<file path="src/rtl/flash_sec_pkg.sv">
package flash_sec_pkg;

  localparam int BYTE_W = 8;
  localparam int SEC_BIT = 5;
  localparam logic [BYTE_W-1:0] ERASED_BYTE = 8'hFF;
  // Bits that an option write may set: protect (5), watchdog (2), stop mode (1), boot source (0)
  localparam logic [BYTE_W-1:0] OPT_KEEP_MASK = 8'h27;

  typedef enum logic [1:0] {
    OP_READ   = 2'd0,
    OP_PROG   = 2'd1,
    OP_PERASE = 2'd2,
    OP_MERASE = 2'd3
  } fsg_op_e;

endpackage

</file>
<file path="src/rtl/fsg_addr_decode.sv">
module fsg_addr_decode #(
  parameter int ADDR_W  = 16,
  parameter int ARR_AW  = 8,
  parameter int PAGE_AW = 5,
  localparam int PG_W   = ARR_AW - PAGE_AW
) (
  input  logic [ADDR_W-1:0] addr,
  output logic [ARR_AW-1:0] idx,
  output logic [PG_W-1:0]   page,
  output logic              is_alias,
  output logic              is_opt,
  output logic              in_last_page
);

  always_comb begin
    is_alias     = &addr;
    idx          = is_alias ? {ARR_AW{1'b1}} : addr[ARR_AW-1:0];
    is_opt       = &idx;
    page         = idx[ARR_AW-1:PAGE_AW];
    in_last_page = &page;
  end

endmodule

</file>
<file path="src/rtl/fsg_policy.sv">
module fsg_policy
  import flash_sec_pkg::*;
(
  input  logic              cmd_valid,
  input  fsg_op_e           op,
  input  logic              is_alias,
  input  logic              is_opt,
  input  logic              in_last_page,
  input  logic              secure,
  input  logic              page_dirty,
  input  logic [BYTE_W-1:0] wdata,
  input  logic [BYTE_W-1:0] rd_raw,
  input  logic [BYTE_W-1:0] opt_word,
  output logic              prog_en,
  output logic [BYTE_W-1:0] prog_data,
  output logic              perase_en,
  output logic              merase_en,
  output logic              blocked,
  output logic [BYTE_W-1:0] rd_val,
  output logic              set_opt,
  output logic              set_dirty,
  output logic              clr_flags
);

  logic is_prog, is_perase, prog_ok;

  always_comb begin
    is_prog   = cmd_valid && (op == OP_PROG);
    is_perase = cmd_valid && (op == OP_PERASE);
    merase_en = cmd_valid && (op == OP_MERASE);

    // option byte: no protection and a clean last page; other bytes: no protection
    prog_ok   = is_opt ? (!secure && !page_dirty) : !secure;
    prog_en   = is_prog && prog_ok;
    prog_data = is_opt ? (wdata & OPT_KEEP_MASK) : wdata;
    set_dirty = prog_en && in_last_page;
    set_opt   = prog_en && is_opt;

    perase_en = is_perase && !secure;
    clr_flags = merase_en || (perase_en && in_last_page);

    blocked   = (is_prog && !prog_ok) || (is_perase && secure);

    if (is_alias)    rd_val = opt_word;
    else if (secure) rd_val = ERASED_BYTE;
    else             rd_val = rd_raw;
  end

endmodule

</file>
<file path="src/rtl/fsg_array.sv">
module fsg_array
  import flash_sec_pkg::*;
#(
  parameter int ARR_AW   = 8,
  parameter int PAGE_AW  = 5,
  localparam int PG_W    = ARR_AW - PAGE_AW,
  localparam int DEPTH   = 1 << ARR_AW
) (
  input  logic              clk,
  input  logic              rst_n,
  input  logic              prog_en,
  input  logic [ARR_AW-1:0] prog_idx,
  input  logic [BYTE_W-1:0] prog_data,
  input  logic              perase_en,
  input  logic [PG_W-1:0]   perase_page,
  input  logic              merase_en,
  input  logic [ARR_AW-1:0] rd_idx,
  output logic [BYTE_W-1:0] rd_data,
  output logic [BYTE_W-1:0] opt_data
);

  logic [DEPTH*BYTE_W-1:0] mem_flat;

  for (genvar i = 0; i < DEPTH; i++) begin : g_word
    localparam logic [ARR_AW-1:0] WIDX = ARR_AW'(i);
    logic              erase_hit, prog_hit, word_we;
    logic [BYTE_W-1:0] word_d, word_q;

    always_comb begin
      erase_hit = merase_en || (perase_en && (perase_page == WIDX[ARR_AW-1:PAGE_AW]));
      prog_hit  = prog_en && (prog_idx == WIDX);
      word_we   = erase_hit || prog_hit;
      word_d    = erase_hit ? ERASED_BYTE : prog_data;
    end

    always_ff @(posedge clk or negedge rst_n) begin
      if (!rst_n)       word_q <= ERASED_BYTE;
      else if (word_we) word_q <= word_d;
    end

    assign mem_flat[i*BYTE_W +: BYTE_W] = word_q;
  end

  assign rd_data  = mem_flat[int'(rd_idx)*BYTE_W +: BYTE_W];
  assign opt_data = mem_flat[DEPTH*BYTE_W-1 -: BYTE_W];

endmodule

</file>
<file path="src/rtl/flash_sec_gate.sv">
module flash_sec_gate
  import flash_sec_pkg::*;
#(
  parameter int ADDR_W  = 16,
  parameter int ARR_AW  = 8,
  parameter int PAGE_AW = 5,
  localparam int PG_W   = ARR_AW - PAGE_AW
) (
  input  logic              clk,
  input  logic              rst_n,
  input  logic              cmd_valid,
  input  logic [1:0]        cmd_op,
  input  logic [ADDR_W-1:0] cmd_addr,
  input  logic [BYTE_W-1:0] cmd_wdata,
  output logic              rsp_done,
  output logic              rsp_err,
  output logic [BYTE_W-1:0] rsp_rdata,
  output logic              secure_o,
  output logic [BYTE_W-1:0] opt_o
);

  // reset: asserted asynchronously, released after two clock edges
  logic [1:0] rst_sync_q;
  logic       rst_int_n;

  always_ff @(posedge clk or negedge rst_n) begin
    if (!rst_n) rst_sync_q <= 2'b00;
    else        rst_sync_q <= {rst_sync_q[0], 1'b1};
  end
  assign rst_int_n = rst_sync_q[1];

  fsg_op_e op;
  assign op = fsg_op_e'(cmd_op);

  logic [ARR_AW-1:0] idx;
  logic [PG_W-1:0]   page;
  logic              is_alias, is_opt, in_last_page;

  fsg_addr_decode #(.ADDR_W(ADDR_W), .ARR_AW(ARR_AW), .PAGE_AW(PAGE_AW)) u_dec (
    .addr         (cmd_addr),
    .idx          (idx),
    .page         (page),
    .is_alias     (is_alias),
    .is_opt       (is_opt),
    .in_last_page (in_last_page)
  );

  logic              opt_set_q, opt_set_d, dirty_q, dirty_d, flag_we;
  logic              secure;
  logic [BYTE_W-1:0] rd_raw, opt_word, prog_data, rd_val;
  logic              prog_en, perase_en, merase_en, blocked, set_opt, set_dirty, clr_flags;

  assign secure = opt_set_q && opt_word[SEC_BIT];

  fsg_policy u_pol (
    .cmd_valid    (cmd_valid),
    .op           (op),
    .is_alias     (is_alias),
    .is_opt       (is_opt),
    .in_last_page (in_last_page),
    .secure       (secure),
    .page_dirty   (dirty_q),
    .wdata        (cmd_wdata),
    .rd_raw       (rd_raw),
    .opt_word     (opt_word),
    .prog_en      (prog_en),
    .prog_data    (prog_data),
    .perase_en    (perase_en),
    .merase_en    (merase_en),
    .blocked      (blocked),
    .rd_val       (rd_val),
    .set_opt      (set_opt),
    .set_dirty    (set_dirty),
    .clr_flags    (clr_flags)
  );

  fsg_array #(.ARR_AW(ARR_AW), .PAGE_AW(PAGE_AW)) u_arr (
    .clk         (clk),
    .rst_n       (rst_int_n),
    .prog_en     (prog_en),
    .prog_idx    (idx),
    .prog_data   (prog_data),
    .perase_en   (perase_en),
    .perase_page (page),
    .merase_en   (merase_en),
    .rd_idx      (idx),
    .rd_data     (rd_raw),
    .opt_data    (opt_word)
  );

  // option-written and last-page-written flags
  always_comb begin
    flag_we   = clr_flags || set_opt || set_dirty;
    opt_set_d = clr_flags ? 1'b0 : (set_opt   ? 1'b1 : opt_set_q);
    dirty_d   = clr_flags ? 1'b0 : (set_dirty ? 1'b1 : dirty_q);
  end

  always_ff @(posedge clk or negedge rst_int_n) begin
    if (!rst_int_n) begin
      opt_set_q <= 1'b0;
      dirty_q   <= 1'b0;
    end else if (flag_we) begin
      opt_set_q <= opt_set_d;
      dirty_q   <= dirty_d;
    end
  end

  // registered response
  logic              done_d, err_d;
  logic [BYTE_W-1:0] rdata_d;

  always_comb begin
    done_d  = cmd_valid;
    err_d   = blocked;
    rdata_d = (cmd_valid && op == OP_READ) ? rd_val : '0;
  end

  always_ff @(posedge clk or negedge rst_int_n) begin
    if (!rst_int_n) begin
      rsp_done  <= 1'b0;
      rsp_err   <= 1'b0;
      rsp_rdata <= '0;
    end else begin
      rsp_done  <= done_d;
      rsp_err   <= err_d;
      rsp_rdata <= rdata_d;
    end
  end

  assign secure_o = secure;
  assign opt_o    = opt_word;

  AST_DONE_FOLLOWS_CMD: assert property (@(posedge clk) disable iff (!rst_int_n)
    cmd_valid |=> rsp_done) else $error("done missing");
  AST_NO_SPURIOUS_DONE: assert property (@(posedge clk) disable iff (!rst_int_n)
    !cmd_valid |=> !rsp_done) else $error("spurious done");
  AST_SECURE_READ_MASKED: assert property (@(posedge clk) disable iff (!rst_int_n)
    (cmd_valid && cmd_op == 2'd0 && secure_o && !(&cmd_addr)) |=> (rsp_rdata == 8'hFF)) else $error("unmasked read");
  AST_ALIAS_READS_OPTION: assert property (@(posedge clk) disable iff (!rst_int_n)
    (cmd_valid && cmd_op == 2'd0 && (&cmd_addr)) |=> (rsp_rdata == $past(opt_o))) else $error("alias read");
  AST_SECURE_REFUSES_WRITE: assert property (@(posedge clk) disable iff (!rst_int_n)
    (cmd_valid && secure_o && (cmd_op == 2'd1 || cmd_op == 2'd2)) |=> (rsp_err && $stable(opt_o))) else $error("write not refused");
  AST_MERASE_UNLOCKS: assert property (@(posedge clk) disable iff (!rst_int_n)
    (cmd_valid && cmd_op == 2'd3) |=> (!secure_o && opt_o == 8'hFF && !rsp_err)) else $error("mass erase");
  AST_SECURE_STICKY: assert property (@(posedge clk) disable iff (!rst_int_n)
    (secure_o && !(cmd_valid && cmd_op == 2'd3)) |=> secure_o) else $error("protection dropped");
  AST_RESERVED_ZERO: assert property (@(posedge clk) disable iff (!rst_int_n)
    opt_set_q |-> ((opt_o & ~OPT_KEEP_MASK) == 8'h00)) else $error("reserved bit set");

endmodule

</file>
<file path="config.mk">
export PLATFORM = sky130hd
export DESIGN_NAME = flash_sec_gate
export DESIGN_NICKNAME = d
export VERILOG_FILES = /design/src/rtl/flash_sec_pkg.sv /design/src/rtl/fsg_addr_decode.sv /design/src/rtl/fsg_policy.sv /design/src/rtl/fsg_array.sv /design/src/rtl/flash_sec_gate.sv
export SDC_FILE = /design/constraint.sdc
export NUM_CORES = 2
export LEC_CHECK = 0
export CORE_MARGIN = 2
export CORE_UTILIZATION = 39
export DETAILED_ROUTE_END_ITERATION = 8
export REMOVE_ABC_BUFFERS = 1
export SYNTH_ARGS = -nofsm -noshare
export SYNTH_HDL_FRONTEND = slang
export SYNTH_SLANG_ARGS = --single-unit
export TNS_END_PERCENT = 5
</file>
<file path="constraint.sdc">
create_clock -name clk -period 69 [get_ports clk]
set_clock_uncertainty 0.2 [all_clocks]
set_input_delay 20.7 -clock clk [delete_from_list [all_inputs] [get_ports clk]]
set_output_delay 20.7 -clock clk [all_outputs]
set_load 0.05 [all_outputs]
</file>
After elaboration in Yosys (flattened, before gate mapping)
Cells that the tools add are included.
{"block": "word_totals", "in_bits": 29, "out_inout_bits": 19, "elab_cells": 1104, "ff_bits": 2062}
{"block": "classes", "n_reduce_logical": 558, "shifts": 1, "eq_ne": 265, "muxes": 18}
{"operator": "$shiftx A2048 B12 Y8", "count": 1}
{"operator": "$eq A8 B8 Y1 const B", "count": 128}
{"operator": "$eq A8 B7 Y1 const B", "count": 64}
{"operator": "$logic_and A1 B1 Y1", "count": 277}
{"operator": "$logic_or A1 B1 Y1", "count": 268}
{"operator": "$eq A8 B6 Y1 const B", "count": 32}
{"operator": "$eq A8 B5 Y1 const B", "count": 16}
{"operator": "$mux W8", "count": 13}
{"operator": "$eq A8 B4 Y1 const B", "count": 8}
{"operator": "$eq A8 B3 Y1 const B", "count": 4}
{"operator": "$eq A8 B2 Y1 const B", "count": 2}
{"operator": "$reduce_and A16 Y1", "count": 1}
{"operator": "$eq A3 B3 Y1 const B", "count": 4}
{"operator": "$eq A8 B1 Y1 const B", "count": 1}
{"operator": "$logic_not A8 Y1", "count": 1}
{"operator": "$reduce_and A8 Y1", "count": 1}
{"operator": "$eq A3 B2 Y1 const B", "count": 2}
{"operator": "$mux W1", "count": 5}
{"operator": "$eq A2 B2 Y1 const B", "count": 2}
{"operator": "$reduce_and A2 Y1", "count": 2}
{"operator": "$reduce_bool A2 Y1", "count": 2}
{"operator": "$eq A3 B1 Y1 const B", "count": 1}
{"operator": "$logic_not A1 Y1", "count": 3}
{"operator": "$logic_not A3 Y1", "count": 1}
{"operator": "3 further kinds", "count": 3}

Longest topological paths before layout
{"block": "depth", "depth_word": 9, "mapped_depth": 13, "ltp_nobuf": 7}

Cells and area by module
Synthesis repeated with hierarchy kept, for this count alone.
{"block": "hier_totals", "cells_unflattened": 10734, "area_unflattened_um2": 101468.6}
{"mod": "fsg_array", "cells_each": 10644, "area_each_um2": 100617.8, "seq_area_each_um2": 53811.6, "instances": 1}
{"mod": "flash_sec_gate", "cells_each": 26, "area_each_um2": 480.5, "seq_area_each_um2": 350.3, "instances": 1}
{"mod": "fsg_policy", "cells_each": 46, "area_each_um2": 270.3, "seq_area_each_um2": 0.0, "instances": 1}
{"mod": "fsg_addr_decode", "cells_each": 18, "area_each_um2": 100.1, "seq_area_each_um2": 0.0, "instances": 1}

Worst setup path before layout
Ideal clock, no wire load.
{"block": "synth_timing", "kind": "input to register", "start": "in cmd_addr[0]", "end": "reg rsp_rdata[3]", "n_path_buf": 5, "path_slack_ps": 45975, "path_stages": 11, "t_arrival_ps": 22703, "required_time_ps": 68678, "setup_ps": 122, "path_cell_list": "buf_4 -> buf_4 -> buf_2 -> buf_2 -> clkbuf_1 -> mux4_2 -> a22oi_1 -> nand4_1 -> nor4_1 -> nand3_1 -> o2111a_1"}
{"block": "synth_between", "elab_chain_cells": 6}
{"item": "start, declared", "line": "flash_sec_gate.sv:13", "source": "input logic [ADDR_W-1:0] cmd_addr,"}
{"item": "$reduce_and A16 Y1", "line": "fsg_addr_decode.sv:16", "source": "is_alias = &addr;"}
{"item": "$mux W8", "line": "fsg_addr_decode.sv:17", "source": "idx = is_alias ? {ARR_AW{1'b1}} : addr[ARR_AW-1:0];"}
{"item": "$shiftx A2048 B12 Y8", "line": "fsg_array.sv:44", "source": "assign rd_data = mem_flat[int'(rd_idx)*BYTE_W +: BYTE_W];"}
{"item": "$mux W8", "line": "fsg_policy.sv:45", "source": "else if (secure) rd_val = ERASED_BYTE;"}
{"item": "$mux W8 (*)", "line": "fsg_policy.sv:44", "source": "if (is_alias) rd_val = opt_word;"}
{"item": "$mux W8 (*)", "line": "flash_sec_gate.sv:115", "source": "rdata_d = (cmd_valid && op == OP_READ) ? rd_val : '0;"}
{"item": "net rdata_d[3]", "line": "flash_sec_gate.sv:110", "source": "logic [BYTE_W-1:0] rdata_d;"}
{"item": "end signal, assigned", "line": "flash_sec_gate.sv:126", "source": "rsp_rdata <= rdata_d;"}
{"item": "end, declared", "line": "flash_sec_gate.sv:17", "source": "output logic [BYTE_W-1:0] rsp_rdata,"}
Mark *: on every way through the listed nets, which the timed path passes. The rest lies on a longest branch.
A chain may end at the register's enable or synchronous reset.

Final worst setup path
{"block": "layout_timing", "start": "in cmd_addr[2]", "end": "reg rsp_rdata[0]"}
The elaborated chain is that of the path after synthesis.

==> run_results.csv <==
group,metric,value,unit
yosys,netlist_top_cells_count,"nand2_1 (2437), dfstp_2 (2048), nand3_1 (1413)",
yosys,synth_area_leader_cell,"dfstp_2",
yosys,synth.distinct_cells,71,
yosys,synth_top_area_frac,0.527,
drt,vias,78000,
yosys,synthCells,9568,
min_path,hold_class,"reg2reg",
yosys,mappedNetlistArea,102000,sq um
worst_setup_path,crit_arrival,25920,ps
sta,fin_crit,25360,ps
clocking,cts_setup_buffers,0,
worst_setup_path,cp-end-kind,"register",
drt,drc,0,
clocking,cts.sinks,2062,
yosys,synth_seq_cells,2062,
worst_setup_path,crit_chain,"buf_8, buf_4, buf_4, buf_4, mux4_2, a22oi_1, a21oi_1, nor4_1, nor4bb_1, or3_1",
final_layout,area_growth,9.22,%
sta,relSlewSlack,0.0281,
yosys,synth_area_leaders,"dfstp_2 (53%), mux4_2 (10%), nand2_1 (9.0%)",
run_status,status,"complete, no violations",
worst_setup_path,critPathKind,"in2reg",
yosys,avgSynthCellArea,10.7,sq um
sta,hold_viol,0,
clocking,holdBufCountCts,0,
clocking,cts_resized,0,
clocking,clk_path_buf_depth,3,
placement,dp_hpwl,207000,microns
sta,whs,153,ps
sta,fmaxAchievable,0.0394,GHz
pwr,p_leak,48.5,nW
sta,tightest_slew,1450,ps
clocking,htree_num_levels,4,
final_layout,fin_util,0.429,
clocking,numCtsBuffers,218,
floorplanning,dieWidth,516,microns
floorplanning,die_y,516,microns
worst_setup_path,cp_common_cell,"buf_4",
grt,grt_pass1_wl,513000,microns
placement,place.gp.congestion,0.909,
drt,post_drt_via_cell_ratio,6.17,
yosys,synth_most_common_cell,"nand2_1",
pwr,ir_worst_vdd,20.2,uV
worst_setup_path,startpoint_type,"primary input",
yosys,yosysWarnings,0,
drt,ant_nets,0,
worst_setup_path,required,69560,ps
placement,io_buffers,47,
pwr,power_density,23.5,nW/um^2
clocking,tritoncts,"yes",
grt,grt_max_degree,257,
worst_setup_path,slowest_stage,"nor4_1",
worst_setup_path,worst-path-max-fanout,40,
sta,finalSetupViolCount,0,
clocking,cts_root_buf,"clkbuf_16",
grt,grt.total_usage,0.253,
drt,wire_per_inst,27.0,microns
yosys,synth_flop_cell,"dfstp_2",
grt,overflow,0,
floorplanning,start_util,0.393,
final_layout,fillers,24000,
yosys,synth_edf_count,0,
sta,slew_violations,0,
clocking,cts.clk_slew.worst_paths,60,ps
floorplanning,coreArea,260000,sq um
drt,wl,342000,microns
sta,fin_setup_tns,0,ps
yosys,async_flop_share,1.00,
drt,dr.pass1.iters,8,
floorplanning,die-area,266000,sq um
final_layout,drive_gt1_frac,0.347,
yosys,ys_seq_area_frac,0.530,
sta,rsz0062_at_grt,"false",
grt,antenna_found_initial,14,
sta,fin_crit_sh,0.368,
worst_setup_path,critPathTopFamily,"buffers and inverters",
floorplanning,num_io_pins,48,
clocking,clk_latency,880,ps
worst_setup_path,cpPeakStageDelay,850,ps
floorplanning,rows,187,
grt,grt_pass1_vias,76400,
final_layout,nNetsFinal,8990,
job,cap_violations,0,
drt,drt_iter0_markers,9756,
worst_setup_path,path_buf_inv,4,
[per-layer routing]
| metal | global-route usage | wire, microns | up-vias |
|---|---|---|---|
| li1 | - | - | 33200 |
| met1 | 0.346 | 139000 | 40300 |
| met5 | 0 | 142 | - |
| met3 | 0.0681 | 33900 | 799 |
| met4 | 0.105 | 15500 | 22 |
| met2 | 0.379 | 153000 | 3772 |
[worst reg2reg max path: cells and delay by family, from the launching register on]
kind | cells | cell delay [ps]
buffers and inverters | 5 | 4380
flip-flops | 1 | 880
[cells by family (layout without fill, tap and decap cells)]
family,after synthesis,in the layout,synth area share
DFF,2062,2062,0.530
buffers and inverters,1076,654,0.0468
other,1,7,0.0000367
AOI/OAI and AO/OA,1372,1372,0.0995
muxes,940,940,0.149
and+or+nand+nor,4117,4117,0.174
[state kept, by name (all words and copies together) (netlist names)]
| register | count |
|---|---|
| dirty_q | 1 |
| u_arr.opt_data | 8 |
| rst_sync_q | 2 |
| rsp_rdata | 8 |
| rsp_err | 1 |
| rsp_done | 1 |
| u_arr.g_word.word_q | 2040 |
| opt_set_q | 1 |
[stage by stage]
stage | power (mW) | setup WS [ps] | instance area (sq um) | std cells
6_report | 2.62 | 43640 | 112000 | 12600
3_5_place_dp | 1.42 | 42790 | 104000 | 12200
4_1_cts | 2.63 | 43720 | 112000 | 12600
2_1_floorplan | 1.31 | 10640 | 97400 | 8502
5_1_grt | 2.70 | 43400 | 112000 | 12600
3_3_place_gp | 1.42 | 42760 | 104000 | 12200
[where the power goes]
part | leakage, nW | total, mW | internal, mW | switching [mW]
sequential | 21.7 | 1.23 | 1.23 | 0.00473
combinational | 23.1 | 0.177 | 0.0370 | 0.140
clock | 3.64 | 1.21 | 0.698 | 0.514
total | 48.5 | 2.62 | 1.96 | 0.659
[cells in the final DEF, fill, tap and decap left out, drive strengths merged, types with 16 or more instances in the layout]
cell and instances:
o22ai 35, buf 202, nand4 16, nand3 1413, a21oi 57, mux2 28, nor3 58, clkdlybuf4s50 36
clkinv 51, clkbuf 332, nor2b 16, o211ai 998, mux4 461, nor4 17, o221ai 17, nor2 89
dfstp 2048, a221oi 18, o21ai 61, a22oi 91, mux2i 451, a22o 18, nand2 2441, a221o 23
[cell type report]
type / count / area (sq um) / area share
Sequential cell: 2062 / 54200 / 0.486
Antenna cell: 6 / 15.0 / 0.000135
Tap cell: 3496 / 4370 / 0.0392
Clock inverter: 74 / 836 / 0.00749
Timing Repair Buffer: 239 / 2080 / 0.0186
Clock buffer: 331 / 6550 / 0.0587
Inverter: 10 / 40.0 / 0.000359
Multi-Input combinational cell: 6430 / 43500 / 0.390
[path summary, 6_finish.rpt]
check,slack [ps],cells after the start,start,to
min in group asynchronous,560,0,rst_sync_q[1]$_DFF_PN0_,u_arr.g_word[161].word_q[7]$_DFFE_PN1P_
setup reg to reg,63580,5,rst_sync_q[1]$_DFF_PN0_,u_arr.g_word[61].word_q[1]$_DFFE_PN1P_
max in group asynchronous,48680,1,rst_n,rst_sync_q[1]$_DFF_PN0_
hold reg to reg,150,0,rst_sync_q[0]$_DFF_PN0_,rst_sync_q[1]$_DFF_PN0_
setup / recovery,43640,10,cmd_addr[2],rsp_rdata[0]$_DFF_PN0_
hold / removal,150,0,rst_sync_q[0]$_DFF_PN0_,rst_sync_q[1]$_DFF_PN0_
Note: power is estimated with default switching activity, not from simulation.
